`src/rtl/bru_pkg.sv`:
```
package bru_pkg;
  localparam int unsigned BRU_AW = 32;
  localparam int unsigned BRU_FW = 5;

  typedef enum logic [2:0] {
    OP_JCC   = 3'd0,
    OP_SETCC = 3'd1,
    OP_CALL  = 3'd2,
    OP_RET   = 3'd3,
    OP_FXCH  = 3'd4,
    OP_UBR   = 3'd5
  } bru_op_e;

  typedef struct packed {
    logic [2:0]        op;
    logic [3:0]        cc;
    logic [BRU_FW-1:0] flags;
    logic              pred_taken;
    logic [BRU_AW-1:0] pred_target;
    logic [BRU_AW-1:0] fall_target;
    logic [BRU_AW-1:0] taken_target;
  } bru_entry_t;
endpackage

```
`src/rtl/bru_cond_eval.sv`:
```
module bru_cond_eval
  import bru_pkg::*;
(
  input  logic [3:0]        cc,
  input  logic [BRU_FW-1:0] flags,
  output logic              holds
);
  logic f_cf, f_pf, f_zf, f_sf, f_of, base;

  assign f_cf = flags[0];
  assign f_pf = flags[1];
  assign f_zf = flags[2];
  assign f_sf = flags[3];
  assign f_of = flags[4];

  always_comb begin
    unique case (cc[3:1])
      3'd0: base = f_of;
      3'd1: base = f_cf;
      3'd2: base = f_zf;
      3'd3: base = f_cf | f_zf;
      3'd4: base = f_sf;
      3'd5: base = f_pf;
      3'd6: base = f_sf ^ f_of;
      default: base = f_zf | (f_sf ^ f_of);
    endcase
  end

  assign holds = base ^ cc[0];
endmodule

```
`src/rtl/bru_resolve.sv`:
```
module bru_resolve
  import bru_pkg::*;
(
  input  bru_entry_t        ent,
  output logic              mispredict,
  output logic [BRU_AW-1:0] target,
  output logic [7:0]        setbyte
);
  logic cond_true;

  bru_cond_eval u_cond (
    .cc    (ent.cc),
    .flags (ent.flags),
    .holds (cond_true)
  );

  always_comb begin
    mispredict = 1'b0;
    target     = ent.fall_target;
    setbyte    = 8'h00;
    case (ent.op)
      OP_JCC, OP_UBR: begin
        target     = cond_true ? ent.taken_target : ent.fall_target;
        mispredict = cond_true != ent.pred_taken;
      end
      OP_SETCC: begin
        setbyte = {7'd0, cond_true};
      end
      OP_CALL, OP_RET: begin
        target     = ent.taken_target;
        mispredict = ent.pred_target != ent.taken_target;
      end
      default: begin
        mispredict = 1'b0;
      end
    endcase
  end
endmodule

```
`src/rtl/bru_station.sv`:
```
module bru_station #(
  parameter int unsigned DEPTH = 2,
  parameter int unsigned W     = 8,
  localparam int unsigned CW   = $clog2(DEPTH + 1)
) (
  input  logic          clk,
  input  logic          rst_n,
  input  logic          push_valid,
  input  logic [W-1:0]  push_data,
  output logic          push_ready,
  input  logic          pop,
  input  logic          flush,
  output logic          head_valid,
  output logic [W-1:0]  head_data,
  output logic [CW-1:0] count
);
  logic [W-1:0]  slot   [DEPTH];
  logic [W-1:0]  slot_n [DEPTH];
  logic [CW-1:0] count_n;
  logic          empty, push_fire, bypass;

  assign empty      = count == '0;
  assign push_ready = count < CW'(DEPTH);
  assign push_fire  = push_valid && push_ready;
  assign head_valid = !empty || push_valid;
  assign head_data  = empty ? push_data : slot[0];
  assign bypass     = empty && pop;

  always_comb begin
    for (int i = 0; i < DEPTH; i++) slot_n[i] = slot[i];
    count_n = count;
    if (flush) begin
      count_n = '0;
    end else begin
      if (pop && !empty) begin
        for (int i = 0; i < DEPTH - 1; i++) slot_n[i] = slot[i+1];
        count_n = count - 1'b1;
      end
      if (push_fire && !bypass) begin
        for (int i = 0; i < DEPTH; i++)
          if (CW'(i) == count_n) slot_n[i] = push_data;
        count_n = count_n + 1'b1;
      end
    end
  end

  always_ff @(posedge clk) begin
    if (!rst_n) count <= '0;
    else        count <= count_n;
  end

  generate
    for (genvar g = 0; g < DEPTH; g++) begin : g_slot
      always_ff @(posedge clk) slot[g] <= slot_n[g];
    end
  endgenerate
endmodule

```
`src/rtl/branch_resolve_unit.sv`:
```
module branch_resolve_unit
  import bru_pkg::*;
#(
  parameter int unsigned RS_DEPTH = 2,
  localparam int unsigned CW      = $clog2(RS_DEPTH + 1),
  localparam int unsigned EW      = $bits(bru_entry_t)
) (
  input  logic              clk,
  input  logic              rst_n,
  input  logic              in_valid,
  output logic              in_ready,
  input  logic [2:0]        in_op,
  input  logic [3:0]        in_cond,
  input  logic [BRU_FW-1:0] in_flags,
  input  logic              in_pred_taken,
  input  logic [BRU_AW-1:0] in_pred_target,
  input  logic [BRU_AW-1:0] in_fall_target,
  input  logic [BRU_AW-1:0] in_taken_target,
  output logic              res_valid,
  input  logic              res_ready,
  output logic [2:0]        res_op,
  output logic              res_mispredict,
  output logic [BRU_AW-1:0] res_target,
  output logic [7:0]        res_setbyte
);
  bru_entry_t        in_ent, head_ent;
  logic [EW-1:0]     head_bits;
  logic              head_valid, issue_fire, issue_mispredict;
  logic [BRU_AW-1:0] issue_target;
  logic [7:0]        issue_byte;
  logic [CW-1:0]     rs_count;

  assign in_ent = '{op: in_op, cc: in_cond, flags: in_flags,
                    pred_taken: in_pred_taken, pred_target: in_pred_target,
                    fall_target: in_fall_target, taken_target: in_taken_target};

  bru_station #(.DEPTH(RS_DEPTH), .W(EW)) u_station (
    .clk        (clk),
    .rst_n      (rst_n),
    .push_valid (in_valid),
    .push_data  (in_ent),
    .push_ready (in_ready),
    .pop        (issue_fire),
    .flush      (issue_fire && issue_mispredict),
    .head_valid (head_valid),
    .head_data  (head_bits),
    .count      (rs_count)
  );

  assign head_ent   = bru_entry_t'(head_bits);
  assign issue_fire = head_valid && (!res_valid || res_ready);

  bru_resolve u_resolve (
    .ent        (head_ent),
    .mispredict (issue_mispredict),
    .target     (issue_target),
    .setbyte    (issue_byte)
  );

  always_ff @(posedge clk) begin
    if (!rst_n) begin
      res_valid      <= 1'b0;
      res_op         <= 3'd0;
      res_mispredict <= 1'b0;
      res_target     <= '0;
      res_setbyte    <= 8'h00;
    end else if (issue_fire) begin
      res_valid      <= 1'b1;
      res_op         <= head_ent.op;
      res_mispredict <= issue_mispredict;
      res_target     <= issue_target;
      res_setbyte    <= issue_byte;
    end else if (res_ready) begin
      res_valid      <= 1'b0;
    end
  end
endmodule

```
`config.mk`:
```
export PLATFORM = sky130hd
export DESIGN_NAME = branch_resolve_unit
export DESIGN_NICKNAME = d
export VERILOG_FILES = /design/src/rtl/bru_pkg.sv /design/src/rtl/bru_cond_eval.sv /design/src/rtl/bru_resolve.sv /design/src/rtl/bru_station.sv /design/src/rtl/branch_resolve_unit.sv
export SDC_FILE = /design/constraint.sdc
export NUM_CORES = 1
export LEC_CHECK = 0
export ABC_AREA = 1
export BUFFER_PORTS_ARGS = -buffer_cell sky130_fd_sc_hd__buf_2
export CAP_MARGIN = 25
export CORE_MARGIN = 2
export CORE_UTILIZATION = 44
export CTS_CLUSTER_SIZE = 30
export DETAILED_ROUTE_END_ITERATION = 12
export PLACE_DENSITY = 0.73
export SLEW_MARGIN = 20
export SYNTH_ARGS = -nofsm -noshare
export SYNTH_HDL_FRONTEND = slang
export SYNTH_SLANG_ARGS = --single-unit
```
`constraint.sdc`:
```
create_clock -name clk -period 9.9 [get_ports clk]
set_input_delay 0.495 -clock clk [delete_from_list [all_inputs] [get_ports clk]]
set_output_delay 0.495 -clock clk [all_outputs]
set_load 0.05 [all_outputs]
```
# --- Word-level counts from Yosys, hierarchy flattened ---
# Memory sizes are Yosys's and may differ from the RTL's.
# Index checks and enable logic that the tools add are counted.
classes:
  n_eq_ne: 13
  n_mux: 16
  magnitude_cmp: 1
  n_reduce_logical: 19
  bitwise: 5
  addsub: 2
ops:
  columns: ["operator", "n"]
  rows:
  - ["2-to-1 mux 109 bit", 4]
  - ["2-to-1 mux 218 bit", 2]
  - ["case mux 32 bit (2 select lines)", 1]
  - ["2-to-1 mux 32 bit", 1]
  - ["!= test 32 bit", 1]
  - ["== test 3 x 2 -> 1 bit, second input constant", 4]
  - ["== test 3 bit, second input constant", 4]
  - ["case mux 1 bit (7 select lines)", 1]
  - ["== test 3 x 1 -> 1 bit, second input constant", 2]
  - ["logical AND 1 bit", 6]
  - ["logical NOT 3 bit", 2]
  - ["2-to-1 mux 2 bit", 3]
  - ["OR reduction 2 bit", 3]
  - ["logical NOT 2 bit", 2]
  - ["logical NOT 1 bit", 3]
  - ["2-to-1 mux 1 bit", 3]
  - ["adder 2 x 1 -> 2 bit, second input constant", 1]
  - ["== test 1 x 2 -> 1 bit, first input constant", 1]
  - ["logical OR 1 bit", 2]
  - ["< comparator 2 bit, second input constant", 1]
  - ["bitwise OR 1 bit", 2]
  - ["case mux 1 bit (2 select lines)", 1]
  - ["nonzero test 2 bit", 1]
  - ["subtractor 2 x 1 -> 2 bit, second input constant", 1]
  - ["3 further kinds", 4]
word_totals:
  n_memories: 1
  wordCells: 63
  ff_bits: 47
  output_inout_bits: 46
  ramBits: 218
  inputBits: 113
memory_table:
  columns: ["memory", "words", "width", "read_ports", "rd_clocked_by_memory_dff", "wr", "line", "text"]
  rows:
  - ["u_station.slot", 2, 109, 2, 0, 2, "bru_station.sv:17", "logic [W-1:0] slot [DEPTH];"]

# --- Longest topological paths before layout ---
# Gate-level depths: netlist (run 1).
depth:
  word_depth: 14
  mapped_depth: 21
  ltp_nobuf: 18

# --- Cells and area by module ---
# Synthesis (run 1) repeated with hierarchy kept, for this count alone.
hier_totals:
  hier_cells: 1830
  area_unflattened_um2: 14495.2
modules_own_cells:
  columns: ["module", "instances", "area_per_inst_um2", "cells_each"]
  rows:
  - ["bru_station", 1, 11295.8, 1338]
  - ["branch_resolve_unit", 1, 1893.1, 245]
  - ["bru_resolve", 1, 1193.6, 221]
  - ["bru_cond_eval", 1, 112.6, 26]

# --- Worst setup path before layout (run 1) ---
# OpenSTA, ideal clock, no wires.
synth_timing:
  path_kind: "reg-to-reg"
  start: "register, netlist name u_station.count[1]"
  end: "memory u_station.slot[0][109] (netlist name), enable pin"
  required_ns: 9.321
  synth_period_minus_slack_ns: 8.671
  setup_slack_ns: 1.229
  path_stages_with_launch: 19
  arrival_ns: 8.093
  path_cell_list: "dfxtp_1 -> inv_1 -> ha_1 -> buf_6 -> buf_6 -> buf_2 -> nand2_1 -> nand2_1 -> xnor2_1 -> nand2_1 -> nor2_1 -> nand2_1 -> nor2_1 -> nand2_1 -> nand2_1 -> nand2_1 -> nand2_2 -> nand2_1 -> nor2_1"
synth_lines:
  columns: ["item", "line"]
  rows:
  - ["end, declared", "bru_station.sv:17"]

==> impl_metrics.py, run 1 <==
metrics = {
    "power_and_ir_drop": {
        "sequentialPowerShare_pct": 32.3,
        "cellPowerDensity_nw_per_um2": 407,
        "p_int_mw": 3.38,
        "power.share.clock_pct": 17.1,
        "switching_share_pct": 46.2,
        "total_power_mw": 6.29,
        "p_switching_mw": 2.91,
        "p_leak_nw": 6.69,
        "ir_drop_uv": 260,
        "comb_power_share_pct": 50.6,
    },
    "cts": {
        "clockRootBuffer": "clkbuf_16",
        "cts_buffers": 29,
        "cts_setup_buffers": 0,
        "max-clock-path-buffers": 3,
        "clk_latency_ns": 0.56,
        "path_clk_slew_ns": 0.06,
        "ctsResizeCount": 0,
        "cts_sinks": 258,
        "htreeDepth": 1,
        "cts_tree": "done",
        "hold_buffers": 0,
    },
    "synthesis": {
        "synth_top_area_cell": "edfxtp_1",
        "yosys-top-cells-area": "edfxtp_1, nand2_1, dfxtp_1, nand3_1, a31oi_1",
        "netlist.area_leader.share_pct": 47.7,
        "synth_area_per_cell_sq_um": 8.52,
        "mappedNetlistArea_sq_um": 13700,
        "ys_seq_area_share_pct": 53.5,
        "synthesis.instances": 1610,
        "yosysUniqueCellTypes": 37,
        "synth_top_flop_cell": "edfxtp_1",
        "yosysWarnings": 0,
        "synth-edff-count": 218,
        "ys_ff_latch": 258,
        "async_reset_ff_share_pct": 0,
    },
    "detailed_routing": {
        "wire_per_inst_um": 17.7,
        "ant_nets": 0,
        "dr.pass1.iters": 6,
        "drt_wl_total_mm": 37.4,
        "vias": 11716,
        "drtIter0Drc": 1539,
        "post-route-drc-count": 0,
        "vias_per_cell": 5.54,
    },
    "floorplan": {
        "ios": 159,
        "coreArea_sq_um": 30700,
        "die_area_sq_um": 32600,
        "start_util_pct": 44.7,
        "rows": 64,
        "die_h_um": 181,
        "die_width_um": 181,
    },
    "sta": {
        "setup_tns_ns": 0,
        "fin_crit_ns": 5.47,
        "slew_violations": 0,
        "skew_ns": 0.0274,
        "hold_viol_final": 0,
        "worst_pin_slew_ns": 0.985,
        "relSlewSlack_pct": 34.3,
        "fmax_ghz": 0.183,
        "rsz0062_at_grt": "false",
        "post-route-period-util_pct": 55.3,
        "whs_ns": 0.133,
        "setup_viol": 0,
    },
    "layout": {
        "finish.net_count": 1809,
        "fillers": 2810,
        "drive_above_1_share_pct": 15.1,
        "area_growth_pct": 12.5,
    },
    "worst_hold_path": {
        "hold_class": "in -> reg",
    },
    "grt": {
        "globalRouteTotalUtil_pct": 22.5,
        "grt_pass1_wl_mm": 59.7,
        "antenna_found_initial": 6,
        "grt_pass1_vias": 10809,
        "grt.overflow.total": 0,
        "grt_max_degree": 135,
    },
    "place": {
        "dp_hpwl_mm": 23.3,
        "gp_congestion": 0.873,
        "port_buffers": 151,
    },
    "worst_setup_path": {
        "cp_data_required_time_ns": 10.07,
        "crit_arrival_ns": 5.64,
        "cp-start-kind": "flip-flop",
        "r2r_slack_ns": 4.43,
        "path_class": "reg -> reg",
        "rr_worst_depth": 18,
        "regToRegEndpoint": "u_station.slot[0][164]",
        "cp_max_fo": 134,
        "crit_end": "u_station.slot[0][164]",
        "cp-startpoint": "u_station.count[1]",
        "cp-end-kind": "flip-flop",
        "r2r-start": "u_station.count[1]",
    },
    "outcome": {
        "status": "completed",
    },
    "run": {
        "drv_cap": 0,
    },
}
[metal layers]
| layer | global-route usage [%] | up-vias | share of wire (%) |
|---|---|---|---|
| met5 | 0 | - | 0.072 |
| met2 | 32.7 | 554 | 42 |
| li1 | - | 5605 | - |
| met3 | 4.51 | 58 | 9.7 |
| met1 | 34.3 | 5495 | 45 |
| met4 | 5.90 | 4 | 2.5 |
[worst min-delay path by stage]
stage | from | to | cells after the start
global placement | res_setbyte[0] | res_setbyte[0] | 2
detailed placement | res_setbyte[0] | res_setbyte[0] | 2
floorplan | u_station.slot[0][108] | res_op[2] | 2
finish | in_fall_target[30] | u_station.slot[0][171] | 1
global route | in_fall_target[30] | u_station.slot[0][171] | 1
CTS | in_fall_target[30] | u_station.slot[0][171] | 1
[critical path, cell delays in order (launching register included)]
cell     delay [ns]
dfxtp_1        0.32
inv_1          0.09
ha_4           0.35
inv_6          0.76
buf_4          0.74
nand2_1        0.10
nand2_1        0.16
xnor2_1        0.14
nand3_1        0.09
nor2_1         0.14
nand2_1        0.06
nor2_1         0.13
nand2_1        0.06
nand2_1        0.05
nand2_1        0.09
nand2_4        0.62
nand2_1        0.20
nor2_4         0.13
buf_4          0.63
[cells in the final DEF, fill, tap and decap left out, types with 2 or more instances in the layout]
cell type,Yosys,routed
inv_1,134,133
ha_1,3,2
conb_1,1,7
edfxtp_1,218,218
nand2_2,6,6
mux2i_1,6,6
xnor2_1,14,14
buf_2,45,151
xor2_1,4,4
nand2_4,0,4
a21oi_1,37,37
o21ai_0,87,87
diode_2,0,4
or2_2,27,27
o211ai_1,32,32
clkbuf_1,44,6
nand3_1,158,158
inv_2,2,2
a31oi_1,109,109
buf_4,10,13
clkinv_2,0,8
clkbuf_16,0,29
nand2_1,448,444
clkbuf_8,0,2
nor2_1,130,129
o21ai_2,2,2
dfxtp_1,40,40
clkinv_1,0,6
o21ai_1,18,18
inv_6,1,2
or2_1,2,2
nor2_2,4,4
bufinv_16,0,3
[final cells by class]
cell class | instances | area [sq um] | share of cell area [%]
Antenna cell | 4 | 10.0 | 0.0648
Clock buffer | 37 | 776 | 5.02
Clock inverter | 17 | 156 | 1.01
Inverter | 137 | 520 | 3.37
Multi-Input combinational cell | 1102 | 5260 | 34.0
Sequential cell | 258 | 7350 | 47.6
Tap cell | 396 | 495 | 3.21
Timing Repair Buffer | 165 | 881 | 5.70
[state kept, by name, summed over array words and instances, names as in the netlist]
| name | count |
|---|---|
| res_mispredict | 1 |
| u_station.slot | 218 |
| res_valid | 1 |
| res_setbyte | 1 |
| res_target | 32 |
| res_op | 3 |
| u_station.count | 2 |
[cell families after synthesis]
family | share of synthesized area (%)
other | 0.0273
xor gates and xnor gates | 1.15
buffers and inverters | 8.68
and+or+nand+nor | 23.5
muxes | 0.438
DFF | 53.5
AOI/OAI and AO/OA | 12.4
adders and majority gates | 0.274
[power by group through the flow]
stage,sequential [mW],clock (mW),combinational (mW)
after floorplan,2.23,0,2.33
after detailed placement,2.04,0,3.15
final,2.03,1.07,3.18
after global placement,2.04,0,3.05
after CTS,2.02,1.08,3.16
after global routing,2.07,1.13,3.57
[cell usage after synthesis, drive strengths merged (33+ instances only)]
master	instances
o211ai	33
inv	137
dfxtp	40
nor2	134
edfxtp	218
o21ai	108
a21oi	38
a31oi	109
nand2	454
buf	75
clkbuf	44
nand3	158
[stage by stage]
step	setup WS, ns	utilization [%]	area, sq um	std cells
floorplan	1.23	-	13700	1616
global placement	4.57	47.2	14500	2057
detailed placement	4.50	47.3	14500	2058
CTS	4.47	50.3	15400	2112
global route	3.95	50.3	15400	2114
finish	4.43	50.4	15400	2116
Power figures use the tool's default switching activity.
==> run 2, diff against run 1 <==
Clock period 9.9 ns to 5.7 ns, I/O delays scaled along.
==> run 2 against run 1 <==
Die area did not move. Hold slack lost 0.13 ns. Setup slack got worse by 3.2 ns. Global-route usage is 0.73 points higher. Utilization up 3.4 points. Clock skew down 0.018 ns. Critical path depth did not move. Power is 76% higher. Sequential share of layout area down 3.0 points. Flip-flop and latch count is the same. First-iteration DRC count is 17% lower.
==> impl_metrics.py, run 2 (synthesized netlist as in run 1, its figures left out) <==
metrics = {
    "detailed_routing": {
        "vias": 12257,
        "ant_nets": 0,
        "wire_per_inst_um": 17.5,
        "post-route-drc-count": 0,
        "drt_wl_total_mm": 38.9,
        "dr.pass1.iters": 6,
        "drtIter0Drc": 1285,
        "vias_per_cell": 5.52,
    },
    "sta": {
        "fmax_ghz": 0.226,
        "slew_violations": 0,
        "post-route-period-util_pct": 77.8,
        "rsz0062_at_grt": "false",
        "setup_viol": 0,
        "whs_ns": 0.00373,
        "worst_slack_ns": 1.27,
        "fin_crit_ns": 4.43,
        "worst_pin_slew_ns": 0.940,
        "setup_tns_ns": 0,
        "hold_viol_final": 0,
        "relSlewSlack_pct": 37.4,
        "skew_ns": 0.00956,
    },
    "cts": {
        "max-clock-path-buffers": 3,
        "cts_sinks": 258,
        "cts_buffers": 28,
        "path_clk_slew_ns": 0.06,
        "hold_buffers": 102,
        "clockRootBuffer": "clkbuf_16",
        "cts_setup_buffers": 0,
        "clk_latency_ns": 0.54,
        "htreeDepth": 1,
        "cts_tree": "done",
        "ctsResizeCount": 0,
    },
    "layout": {
        "finish.net_count": 1915,
        "largest_reg_flops": 218,
        "drive_above_1_share_pct": 14.2,
        "fin_util_pct": 53.7,
        "ff_latch_area_sq_um": 7350,
        "top_register": "u_station.slot",
        "mostFrequentLayoutCells": "nand2_1, edfxtp_1, nand3_1",
        "reg_top3": "u_station.slot (218), res_target (32), res_op (3)",
        "area_growth_pct": 20.0,
        "fillers": 2773,
        "multi_input_area_sq_um": 5260,
        "fin_cells": 2219,
        "final_common_cell": "nand2_1",
    },
    "floorplan": {
        "die_h_um": 181,
        "die_area_sq_um": 32600,
        "start_util_pct": 44.7,
        "ios": 159,
        "coreArea_sq_um": 30700,
        "die_width_um": 181,
        "rows": 64,
    },
    "worst_setup_path": {
        "cp_max_fo": 84,
        "cp-end-kind": "flip-flop",
        "cp_slowest_stage_delay_ns": 0.75,
        "path_class": "reg -> reg",
        "crit_chain": "inv_1, ha_4, buf_4, nand2_1, o21ai_1, nand2_1, nand2_1, nand2_1, nor2_1, nand2_1, nor2_1, nand2_1, nand2_1, nand2_1, nand2_4, nand2_1, nor2_4, buf_4",
        "cp_data_required_time_ns": 5.86,
        "cp-start-kind": "flip-flop",
        "cp_common_cell": "nand2_1",
        "crit_arrival_ns": 4.60,
        "slowest_stage": "buf_4",
    },
    "place": {
        "dpl.cell_count": 2063,
        "gp_congestion": 0.869,
        "post-place-ws_ns": 1.35,
        "port_buffers": 151,
        "dp_hpwl_mm": 24.1,
    },
    "grt": {
        "grt_max_degree": 112,
        "globalRouteTotalUtil_pct": 23.3,
        "grt.overflow.total": 0,
        "grt_pass1_vias": 11268,
        "antenna_found_initial": 1,
        "grt_pass1_wl_mm": 62.1,
    },
    "power_and_ir_drop": {
        "ir_drop_uv": 446,
        "cellPowerDensity_nw_per_um2": 670,
        "p_leak_nw": 7.12,
    },
    "run": {
        "drv_cap": 0,
    },
    "worst_hold_path": {
        "hold_class": "in -> reg",
    },
    "outcome": {
        "status": "completed",
    },
}
[run 2: worst max-delay path: cells and delay by family, from the launching register on]
kind / cells / cell delay, ns
adders and majority gates: 1 / 0.61
AOI/OAI and AO/OA: 1 / 0.20
and+or+nand+nor: 13 / 1.22
buffers and inverters: 3 / 1.55
DFF: 1 / 0.31
[run 2: layout make-up]
| type | instances | area share (%) |
|---|---|---|
| Sequential cell | 258 | 44.6 |
| Multi-Input combinational cell | 1102 | 31.9 |
| Timing Repair Buffer | 272 | 11.9 |
| Clock buffer | 41 | 4.74 |
| Inverter | 137 | 3.15 |
| Tap cell | 396 | 3.01 |
| Clock inverter | 11 | 0.600 |
| Antenna cell | 2 | 0.0304 |
[run 2: final timing paths]
path	depth (start not counted)	to	slack (ns)	startpoint
worst max-delay path	18	u_station.slot[0][172]	1.27	u_station.count[1]
worst min-delay path	1	u_station.slot[0][197]	0.004	in_pred_target[24]
worst max register to register	18	u_station.slot[0][172]	1.27	u_station.count[1]
worst min register to register	2	res_mispredict	0.52	res_mispredict
[run 2: power breakdown]
| part | switching, mW | internal, mW | leakage, nW | total [mW] |
|---|---|---|---|---|
| Combinational | 4.00 | 1.73 | 4.24 | 5.72 |
| Clock | 0.745 | 1.03 | 0.429 | 1.78 |
| Sequential | 0.355 | 3.18 | 2.45 | 3.53 |
| Total | 5.10 | 5.94 | 7.12 | 11.0 |
[run 2: stage by stage]
step,cell area (sq um),power (mW)
finish,16500,11.0
global route,16500,11.8
CTS,16500,11.0
detailed placement,14600,9.14
global placement,14500,8.92
floorplan,13800,7.89
[run 2: routing by layer]
layer	part of all wire (%)	track usage (%)	wire, um
met3	8.9	3.44	3480
met1	46	35.6	17900
met2	43	34.9	16900
met5	0	0	0
met4	1.7	4.97	672
==> run 3, diff against run 2 <==
Clock period 5.7 ns to 4.4 ns, I/O delays scaled along.
==> run 3 against run 2 <==
Utilization increased by 1.0 points. Via count decreased by 1.1%. Non-clock buffer count rose by 11. Critical path type unchanged.
==> impl_metrics.py, run 3 (synthesized netlist as in run 1, its figures left out) <==
metrics = {
    "outcome": {
        "status": "completed",
    },
    "place": {
        "gp_congestion": 0.841,
        "dp_hpwl_mm": 24.1,
        "port_buffers": 151,
    },
    "cts": {
        "clockRootBuffer": "clkbuf_16",
        "cts_tree": "done",
        "cts_sinks": 258,
        "cts_buffers": 28,
        "clk_latency_ns": 0.55,
        "ctsResizeCount": 0,
        "max-clock-path-buffers": 3,
        "cts_setup_buffers": 0,
        "htreeDepth": 1,
        "path_clk_slew_ns": 0.06,
        "hold_buffers": 109,
    },
    "layout": {
        "fillers": 2731,
        "drive_above_1_share_pct": 16.2,
        "final_common_cell": "nand2_1",
        "top_register": "u_station.slot",
        "finish.net_count": 1926,
        "area_growth_pct": 22.3,
        "largest_reg_flops": 218,
        "n_antenna_cell": 0,
        "mostFrequentLayoutCells": "nand2_1, edfxtp_1, nand3_1",
        "reg_top3": "u_station.slot (218), res_target (32), res_op (3)",
    },
    "run": {
        "drv_cap": 0,
    },
    "sta": {
        "fin_crit_ns": 3.67,
        "worst_pin_slew_ns": 0.909,
        "relSlewSlack_pct": 39.4,
        "fmax_ghz": 0.272,
        "skew_ns": 0.0137,
        "post-route-period-util_pct": 83.5,
        "slew_violations": 0,
        "hold_viol_final": 0,
        "whs_ns": 0.0693,
        "setup_tns_ns": 0,
        "setup_viol": 0,
        "rsz0062_at_grt": "false",
    },
    "detailed_routing": {
        "drt_wl_total_mm": 38.7,
        "vias": 12124,
        "post-route-drc-count": 0,
        "dr.pass1.iters": 6,
        "vias_per_cell": 5.44,
        "drtIter0Drc": 1128,
        "wire_per_inst_um": 17.4,
        "ant_nets": 0,
    },
    "grt": {
        "grt.overflow.total": 0,
        "globalRouteTotalUtil_pct": 22.8,
        "grt_pass1_wl_mm": 60.8,
        "antenna_found_initial": 0,
        "grt_pass1_vias": 11317,
        "grt_max_degree": 75,
    },
    "worst_setup_path": {
        "crit_arrival_ns": 3.88,
        "r2r-start": "u_station.count[1]",
        "path_class": "reg -> reg",
        "cp-start-kind": "flip-flop",
        "cp_data_required_time_ns": 4.61,
        "cp-end-kind": "flip-flop",
        "cp_max_fo": 60,
        "cp-startpoint": "u_station.count[1]",
    },
    "floorplan": {
        "coreArea_sq_um": 30700,
        "die_area_sq_um": 32600,
        "rows": 64,
        "die_h_um": 181,
        "start_util_pct": 44.7,
        "die_width_um": 181,
        "ios": 159,
    },
    "power_and_ir_drop": {
        "ir_drop_uv": 561,
        "cellPowerDensity_nw_per_um2": 871,
        "p_leak_nw": 7.24,
        "total_power_mw": 14.6,
    },
    "worst_hold_path": {
        "hold_class": "in -> reg",
        "worstHoldStart": "in_valid",
    },
}
run 3: metrics by stage:
| stage | instance area (sq um) | utilization, % | setup slack (ns) | std cells |
|---|---|---|---|---|
| 6_report | 16800 | 54.7 | 0.726 | 2228 |
| 5_1_grt | 16800 | 54.7 | 0.379 | 2228 |
| 4_1_cts | 16800 | 54.7 | 0.680 | 2228 |
| 3_5_place_dp | 14700 | 48.0 | 0.704 | 2067 |
| 3_3_place_gp | 14700 | 48.0 | 0.793 | 2067 |
| 2_1_floorplan | 13900 | - | -0.278 | 1616 |
run 3: per-layer routing:
layer / vias to the layer above / GRT usage, % / routed length, um
met5: - / 0 / 0
met4: 0 / 7.16 / 1120
met3: 83 / 3.31 / 2990
met2: 555 / 35.3 / 17100
met1: 5649 / 33.1 / 17500
li1: 5837 / - / -
run 3: path summary, 6_finish.rpt:
path / to / slack, ns / cells after the start
worst min-delay path: res_valid / 0.07 / 3
worst max register to register: u_station.slot[0][182] / 0.73 / 17
worst min register to register: res_op[0] / 0.49 / 2
worst max-delay path: u_station.slot[0][182] / 0.73 / 17
run 3: where the power goes:
part           internal [mW]  total, mW  switching (mW)
Clock                   1.48       2.49            1.00
Sequential              4.11       4.58           0.468
Combinational           2.31       7.55            5.24
run 3: area by class of cell:
type / count / area, sq um / area share (%)
Sequential cell: 258 / 7350 / 43.8
Clock buffer: 38 / 790 / 4.70
Multi-Input combinational cell: 1102 / 5340 / 31.8
Timing Repair Buffer: 283 / 2120 / 12.6
Clock inverter: 14 / 166 / 0.992
Tap cell: 396 / 495 / 2.95
Inverter: 137 / 526 / 3.13
run 3: worst max-delay path: stages, from the launching register on:
cell and delay (ns):
dfxtp_2 0.33, clkinvlp_4 0.10, ha_4 0.45, buf_4 0.56, nand2_1 0.15, nand2_2 0.12, xnor2_1 0.12, nand2_1 0.06
nor2_1 0.14, nand2_1 0.07, nor2_1 0.16, nand2_1 0.08, nand2_1 0.07, nand2_2 0.09, nand2_8 0.17, nand2_4 0.07
nor2_4 0.16, buf_12 0.32
